$ cat config.mk
export PLATFORM = sky130hd
export DESIGN_NAME = irq_router
export DESIGN_NICKNAME = d
export VERILOG_FILES = /design/src/rtl/irq_router_pkg.sv /design/src/rtl/irq_line_latch.sv /design/src/rtl/irq_ref_counter_bank.sv /design/src/rtl/irq_route_table.sv /design/src/rtl/irq_router.sv
export SDC_FILE = /design/constraint.sdc
export NUM_CORES = 2
export LEC_CHECK = 0
export BUFFER_PORTS_ARGS = -buffer_cell sky130_fd_sc_hd__buf_2
export CAP_MARGIN = 20
export CORE_ASPECT_RATIO = 1.75
export CORE_MARGIN = 1
export CORE_UTILIZATION = 64
export DETAILED_ROUTE_END_ITERATION = 7
export PLACE_DENSITY = 0.81
export SKIP_LAST_GASP = 1
export SLEW_MARGIN = 20
export SYNTH_ARGS = -nofsm -noshare
export SYNTH_HDL_FRONTEND = slang
export SYNTH_SLANG_ARGS = --single-unit
$ cat constraint.sdc
create_clock -name clk -period 6.2 [get_ports clk]
set_clock_uncertainty 0.15 [all_clocks]
set_input_delay 0.62 -clock clk [delete_from_list [all_inputs] [get_ports clk]]
set_output_delay 0.62 -clock clk [all_outputs]
set_load 0.01 [all_outputs]
$ cat src/rtl/irq_router_pkg.sv
package irq_router_pkg;

  typedef enum logic [2:0] {
    OP_IDLE    = 3'd0,
    OP_PCI_SET = 3'd1,
    OP_PCI_CLR = 3'd2,
    OP_ISA_SET = 3'd3,
    OP_ISA_CLR = 3'd4,
    OP_ROUTE   = 3'd5
  } op_e;

  function automatic int line_of(int dev, int pin, int n_pin);
    return dev * n_pin + pin;
  endfunction

  function automatic int direct_gsi_of(int line, int base, int n_direct);
    return base + (line % n_direct);
  endfunction

  function automatic int link_of(int dev, int pin, int n_link);
    return (dev + pin) % n_link;
  endfunction

endpackage

$ cat src/rtl/irq_line_latch.sv
module irq_line_latch #(
  parameter int N  = 16,
  parameter int IW = $clog2(N)
) (
  input  logic          clk,
  input  logic          rst_n,
  input  logic          set_en,
  input  logic          clr_en,
  input  logic [IW-1:0] idx,
  output logic          changed
);
  logic [N-1:0] held;
  logic         cur;

  assign cur     = held[idx];
  assign changed = (set_en && !cur) || (clr_en && cur);

  always_ff @(posedge clk or negedge rst_n) begin
    if (!rst_n) held <= '0;
    else if (changed) held[idx] <= set_en;
  end
endmodule

$ cat src/rtl/irq_ref_counter_bank.sv
module irq_ref_counter_bank #(
  parameter int N = 4,
  parameter int W = 8
) (
  input  logic           clk,
  input  logic           rst_n,
  input  logic [N-1:0]   inc,
  input  logic [N-1:0]   dec,
  output logic [N*W-1:0] cnt_flat,
  output logic [N-1:0]   rise,
  output logic [N-1:0]   fall
);
  for (genvar i = 0; i < N; i++) begin : g_ent
    logic [W-1:0] cnt;
    logic         up, down;
    assign up   = inc[i] && !dec[i];
    assign down = dec[i] && !inc[i];
    assign rise[i] = up && (cnt == '0);
    assign fall[i] = down && (cnt == W'(1));
    assign cnt_flat[i*W +: W] = cnt;

    always_ff @(posedge clk or negedge rst_n) begin
      if (!rst_n)    cnt <= '0;
      else if (up)   cnt <= cnt + W'(1);
      else if (down) cnt <= cnt - W'(1);
    end
  end
endmodule

$ cat src/rtl/irq_route_table.sv
module irq_route_table #(
  parameter int N_LINK = 4,
  parameter int IRQ_W  = 4,
  parameter int LW     = $clog2(N_LINK)
) (
  input  logic                    clk,
  input  logic                    rst_n,
  input  logic                    wr_en,
  input  logic [LW-1:0]           wr_link,
  input  logic [IRQ_W-1:0]        wr_irq,
  output logic [N_LINK*IRQ_W-1:0] route_flat
);
  for (genvar l = 0; l < N_LINK; l++) begin : g_link
    logic [IRQ_W-1:0] route;
    assign route_flat[l*IRQ_W +: IRQ_W] = route;
    always_ff @(posedge clk or negedge rst_n) begin
      if (!rst_n) route <= '0;
      else if (wr_en && (wr_link == LW'(l))) route <= wr_irq;
    end
  end
endmodule

$ cat src/rtl/irq_router.sv
module irq_router
  import irq_router_pkg::*;
#(
  parameter int N_DEV    = 32,
  parameter int N_PIN    = 4,
  parameter int N_ISA    = 16,
  parameter int N_LINK   = 4,
  parameter int N_DIRECT = 32,
  parameter int CNT_W    = 8,
  localparam int N_GSI   = N_ISA + N_DIRECT,
  localparam int N_LINE  = N_DEV * N_PIN,
  localparam int DEV_W   = $clog2(N_DEV),
  localparam int PIN_W   = $clog2(N_PIN),
  localparam int ISA_W   = $clog2(N_ISA),
  localparam int LINK_W  = $clog2(N_LINK),
  localparam int ROUTE_W = ISA_W + 1
) (
  input  logic               clk,
  input  logic               rst_n,
  input  logic               op_valid,
  output logic               op_ready,
  input  logic [2:0]         op_code,
  input  logic [DEV_W-1:0]   op_dev,
  input  logic [PIN_W-1:0]   op_pin,
  input  logic [ISA_W-1:0]   op_isa,
  input  logic [LINK_W-1:0]  op_link,
  input  logic [ROUTE_W-1:0] op_route,
  output logic [N_GSI-1:0]   apic_rise,
  output logic [N_ISA-1:0]   pic_rise,
  output logic [N_ISA-1:0]   pic_fall
);
  localparam int LINE_W = $clog2(N_LINE);
  localparam int GSI_W  = $clog2(N_GSI);

  // decoded request
  logic accept, pci_set, pci_clr, isa_set, isa_clr, rt_wr;
  logic pci_chg, isa_chg;
  logic [LINE_W-1:0] line_idx;
  logic [GSI_W-1:0]  direct_gsi;
  logic [LINK_W-1:0] link_sel;
  logic [ISA_W-1:0]  cur_route, old_route, new_irq;

  // counter and table state brought out as named wires
  logic [N_GSI*CNT_W-1:0]  gsi_cnt_flat;
  logic [N_LINK*CNT_W-1:0] link_cnt_flat;
  logic [N_LINK*ISA_W-1:0] route_flat;
  logic [N_GSI-1:0]  gsi_inc, gsi_dec, gsi_rise, gsi_fall;
  logic [N_LINK-1:0] link_inc, link_dec, link_rise, link_fall;

  // route-move sequencing
  logic rt_legal, rt_do, rt_live, move_start;
  logic busy;
  logic [ISA_W-1:0] move_irq;

  assign op_ready = !busy;
  assign accept   = op_valid && op_ready;
  assign pci_set  = accept && (op_code == OP_PCI_SET);
  assign pci_clr  = accept && (op_code == OP_PCI_CLR);
  assign isa_set  = accept && (op_code == OP_ISA_SET);
  assign isa_clr  = accept && (op_code == OP_ISA_CLR);
  assign rt_wr    = accept && (op_code == OP_ROUTE);

  assign line_idx   = LINE_W'(line_of(int'(op_dev), int'(op_pin), N_PIN));
  assign direct_gsi = GSI_W'(direct_gsi_of(int'(line_idx), N_ISA, N_DIRECT));
  assign link_sel   = LINK_W'(link_of(int'(op_dev), int'(op_pin), N_LINK));
  assign cur_route  = route_flat[link_sel*ISA_W +: ISA_W];
  assign old_route  = route_flat[op_link*ISA_W +: ISA_W];
  assign new_irq    = op_route[ISA_W-1:0];

  assign rt_legal   = (op_route[ROUTE_W-1] == 1'b0);
  assign rt_do      = rt_wr && rt_legal && (old_route != new_irq);
  assign rt_live    = (link_cnt_flat[op_link*CNT_W +: CNT_W] != '0);
  assign move_start = rt_do && rt_live && (new_irq != '0);

  irq_line_latch #(.N(N_LINE)) u_pci_latch (
    .clk(clk), .rst_n(rst_n), .set_en(pci_set), .clr_en(pci_clr),
    .idx(line_idx), .changed(pci_chg)
  );

  irq_line_latch #(.N(N_ISA)) u_isa_latch (
    .clk(clk), .rst_n(rst_n), .set_en(isa_set), .clr_en(isa_clr),
    .idx(op_isa), .changed(isa_chg)
  );

  irq_route_table #(.N_LINK(N_LINK), .IRQ_W(ISA_W)) u_routes (
    .clk(clk), .rst_n(rst_n), .wr_en(rt_do), .wr_link(op_link),
    .wr_irq(new_irq), .route_flat(route_flat)
  );

  always_comb begin
    link_inc = '0;
    link_dec = '0;
    if (pci_set && pci_chg) link_inc[link_sel] = 1'b1;
    if (pci_clr && pci_chg) link_dec[link_sel] = 1'b1;
  end

  irq_ref_counter_bank #(.N(N_LINK), .W(CNT_W)) u_link_cnt (
    .clk(clk), .rst_n(rst_n), .inc(link_inc), .dec(link_dec),
    .cnt_flat(link_cnt_flat), .rise(link_rise), .fall(link_fall)
  );

  always_comb begin
    gsi_inc = '0;
    gsi_dec = '0;
    if (pci_set && pci_chg) begin
      gsi_inc[direct_gsi] = 1'b1;
      if (link_rise[link_sel] && (cur_route != '0))
        gsi_inc[GSI_W'(cur_route)] = 1'b1;
    end
    if (pci_clr && pci_chg) begin
      gsi_dec[direct_gsi] = 1'b1;
      if (link_fall[link_sel] && (cur_route != '0))
        gsi_dec[GSI_W'(cur_route)] = 1'b1;
    end
    if (isa_set && isa_chg) gsi_inc[GSI_W'(op_isa)] = 1'b1;
    if (isa_clr && isa_chg) gsi_dec[GSI_W'(op_isa)] = 1'b1;
    if (rt_do && rt_live && (old_route != '0))
      gsi_dec[GSI_W'(old_route)] = 1'b1;
    if (busy) gsi_inc[GSI_W'(move_irq)] = 1'b1;
  end

  irq_ref_counter_bank #(.N(N_GSI), .W(CNT_W)) u_gsi_cnt (
    .clk(clk), .rst_n(rst_n), .inc(gsi_inc), .dec(gsi_dec),
    .cnt_flat(gsi_cnt_flat), .rise(gsi_rise), .fall(gsi_fall)
  );

  always_ff @(posedge clk or negedge rst_n) begin
    if (!rst_n) begin
      busy      <= 1'b0;
      move_irq  <= '0;
      apic_rise <= '0;
      pic_rise  <= '0;
      pic_fall  <= '0;
    end else begin
      busy <= move_start;
      if (move_start) move_irq <= new_irq;
      apic_rise <= gsi_rise;
      pic_rise  <= gsi_rise[N_ISA-1:0];
      pic_fall  <= gsi_fall[N_ISA-1:0];
    end
  end
endmodule

==> results summary <==
Once the clock tree was built, the setup fixing pass inserted 0 buffers. The highest clock frequency the design can meet came out at roughly 0.19 GHz. Setup repair after global routing left no endpoint under its margin.

Summed over all nets, the half-perimeter wirelength after detailed placement is 64.44 mm. The flow ran to the end, and the final reports show no timing, DRC or antenna violations. The cell area after synthesis is 39,430 um^2. In the finished design, the share of the clock period the worst path needs comes to 86.79%. The arrival time at the worst endpoint is 5760 ps.

The detailed-route wire length per cell is 18.84 um. The most common flop cell mapped by yosys is dfrtp_1. The number of antenna-violating nets in the routed design is 0. The maximum number of pins on one net before global-route repair came out at roughly 160. After floorplanning, the core was divided into 120 placement rows. The worst setup path is captured at a flop. After clock tree synthesis, the clock-pin slew on the worst setup and hold paths is around 70 ps. Counting distinct cell types in the post-synthesis netlist gives 70. The power density over cell area came out at 284.0 nW/um^2. The synthesis-to-layout area growth came out at 8.483%. The most critical setup path has its startpoint at op_pin[1]. Leaving out fill and tap cells, the most frequent cells in the layout are dfrtp_1 (645), o21ai_0 (346), ha_1 (341). The number of vias in the routed layout is 30.40k. The post-detailed-route via-to-cell ratio came out at 6.232. The part of the Yosys area used for sequential elements is approximately 41%.

The initial antenna violation count was 3. At the end of the flow, the number of nets in the layout was 4,431. The count of buffers added on input and output ports is 104.

The sum of routed wire length over all layers is 91.91 mm. Summed over all layers, the global routing overflow is 0. The multi-input logic area is 21,950 um^2. The worst hold-check slack came out at 156.1 ps.

The y dimension of the die came out at 330.3 um. The root buffer cell chosen for the clock tree is clkbuf_16. After the first detailed-routing iteration, the DRC count stood at 1,980. The area share of the largest cell type after synthesis is 40.94%. In this run the power spent charging and discharging nets is 3760 uW. The post-route netlist has 9.574% of its cells at a drive strength greater than 1. The H-tree depth is 2.

The clock tree buffer depth is 3. TritonCTS created 61 clock buffers. The maximum fanout along the worst path came out at 18. The type of element launching the critical path is an input pin.

The core region is approximately 61,000 um^2. The number of endpoints with negative hold slack in the final report is 0. The count of pins on the block boundary is 105. Net switching is between 30% and 40% of the power. For the worst setup path, the data required time is around 6600 ps.

The clock latency on the worst-skew pair came out at 660 ps. The number of max-capacitance violations reported came out at 0. The final weighted congestion in routability-driven placement is between 0.9 and 1.

The critical path class is input pin to flop. The minimum period implied by the final worst setup slack is 5381 ps. Combinational logic is responsible for 23.9% of the overall power. The effective utilization at floorplan came out at 64.52%. The share of synthesized flip-flops with an asynchronous set or reset is 100.0%. The floorplan step set the die width to 189.6 um. For the pin with the worst max-slew slack, the measured transition is 1019 ps. The number of synthesized flops with an enable pin came out at 0. The total global-route track usage came out at a little under a third.

The relative contribution of the clock network to total power is 33.6%. The total nets after synthesis came out at 4,401. Fill cells in the final layout number 4,608. The DRC violation count after routing is 0. The setup TNS is 0 ps. The die footprint is roughly 63,000 um^2. The worst hold path begins at op_route[0]. The Yosys warning count is 0.

The post-synthesis cell count came out at 4,004. For the worst flop-to-flop path, the logic depth is 22. The peak ir drop on the vdd network came out at 251.4 uV. Per report_power, the sequential group accounts for 42.5% of the total.

The average footprint of a synthesized cell came out at 9.847 um^2. In the post-synthesis netlist, the biggest area contributors are dfrtp_1 (41%), ha_1 (11%), xor2_1 (5.0%), xnor2_1 (4.4%), o21ai_0 (4.4%). In this run the critical register-to-register path is launched from u_pci_latch.held[57]. The max-slew violation count came out at 0. The internal power of the cells totals 8387 uW.

The leading cell type in the layout, fill and taps excluded is dfrtp_1. The static power due to leakage came out at 0.02017 uW. Counting every sink on the clock net gives between 600 and 700. TritonCTS built the clock tree. Headroom to the max-slew limit came out at 31.57%. After synthesis the netlist holds a flip-flop and latch count of ~650.

The depth of the worst hold-timing path came out at 2. The final setup violation count came out at 0. The register cell area after layout came out at approximately 16,000 um^2.

The min-delay analysis places its worst path in the category input pin to flop. The first-pass GRT wire length came out at 154.4 mm. The via count of the first global-routing pass is 31.45k. Of all cell types, the one taking the most synthesized area is dfrtp_1.

The total iterations of the first detailed-routing run is 6.
-- Yosys cell counts, drive strengths merged (68+ instances only) --
master and instances:
nor2 283, clkbuf 126, nor3 127, nor4 73, buf 73, nand3 77
ha 341, o31ai 123, o21ai 367, and3 68, dfrtp 645, a21oi 157
nand2 325, xnor2 200, a21o 77, xor2 223, inv 120
-- flip-flops by register name, summed over array words and instances (netlist names) --
register and cells:
u_isa_latch.held 16, u_link_cnt.g_ent.cnt 32, u_routes.g_link.route 16, u_pci_latch.held 128
u_gsi_cnt.g_ent.cnt 384, move_irq 4, pic_fall 16, pic_rise 15
busy 1, apic_rise 33
-- logic make-up (layout without fill, tap and decap cells) --
logic type / Yosys count / in the layout / share of synthesized area [%]
buffers and inverters: 319 / 399 / 3.412
adders and majority gates: 373 / 373 / 12.45
other: 0 / 1 / 0
xor gates and xnor gates: 423 / 423 / 9.397
and+or+nand+nor: 1144 / 1144 / 14.01
AOI/OAI and AO/OA: 966 / 966 / 15.47
muxes: 134 / 134 / 4.325
DFF: 645 / 645 / 40.94
-- through the flow --
step / utilization [%] / setup WS [ps] / instance area [um^2] / std cells / power (uW)
final: 69.99 / 819.0 / 42770 / 4878 / 12150
after global routing: 69.99 / 428.8 / 42770 / 4878 / 12840
after CTS: 69.98 / 909.7 / 42760 / 4877 / 12210
after detailed placement: 66.41 / 268.7 / 40580 / 4763 / 8090
after global placement: 66.41 / 349.3 / 40580 / 4763 / 7967
after floorplan: - / 533.5 / 39430 / 4004 / 7372
-- power by group through the flow --
| stage | Sequential [uW] | Combinational [uW] | Clock (uW) |
|---|---|---|---|
| 3_3_place_gp | 5210 | 2760 | 0 |
| 4_1_cts | 5160 | 2900 | 4150 |
| 5_1_grt | 5240 | 3290 | 4310 |
| 6_report | 5170 | 2900 | 4080 |
| 2_1_floorplan | 5070 | 2300 | 0 |
| 3_5_place_dp | 5220 | 2870 | 0 |
-- metal layers --
metal	routed length, um	GRT usage, %	vias up
li1	-	-	14370
met5	24	0	-
met2	48280	55.64	852
met3	4241	4.270	334
met1	33920	33.16	14840
met4	5447	16.97	4
-- what timing repair did --
action | in CTS | in global routing
resized for setup | 0 | 0
hold buffers | 1 | 0
hold endpoints to repair | 72 | 0
-- cell type report --
class / count / share of cell area, %
diodes: 1 / 0.005851
clock buffers: 80 / 3.976
clock inverters: 33 / 1.097
inverters: 120 / 1.053
multi-input cells: 3040 / 51.33
flip-flops and latches: 645 / 37.74
well taps: 793 / 2.320
repair buffers: 166 / 2.481
-- path summary, 6_finish.rpt --
kind / slack (ps) / endpoint
max reg2reg: 990 / u_gsi_cnt.g_ent[11].cnt[6]
max: 820 / u_gsi_cnt.g_ent[3].cnt[7]
max in group asynchronous: 4190 / apic_rise[42]
min reg2reg: 310 / apic_rise[44]
min in group asynchronous: 390 / u_gsi_cnt.g_ent[12].cnt[7]
min: 160 / u_routes.g_link[2].route[0]
-- critical path, cell delays in order --
cell and delay [ps]:
buf_2 330, buf_4 300, mux2_2 360, a221oi_1 250, nor3_1 80, o22ai_1 200, o2111ai_2 220, nor3_2 290
nand2_2 120, nor3_1 190, ha_1 200, nand2_1 60, o31ai_1 190, nor2_1 60, a31oi_1 290, buf_4 220
and4_1 370, a21o_1 220, ha_1 180, and3_1 180, a41oi_1 140, nor3_1 320, o21ai_0 180, xnor2_1 160
Note: power is estimated with default switching activity, not from simulation.
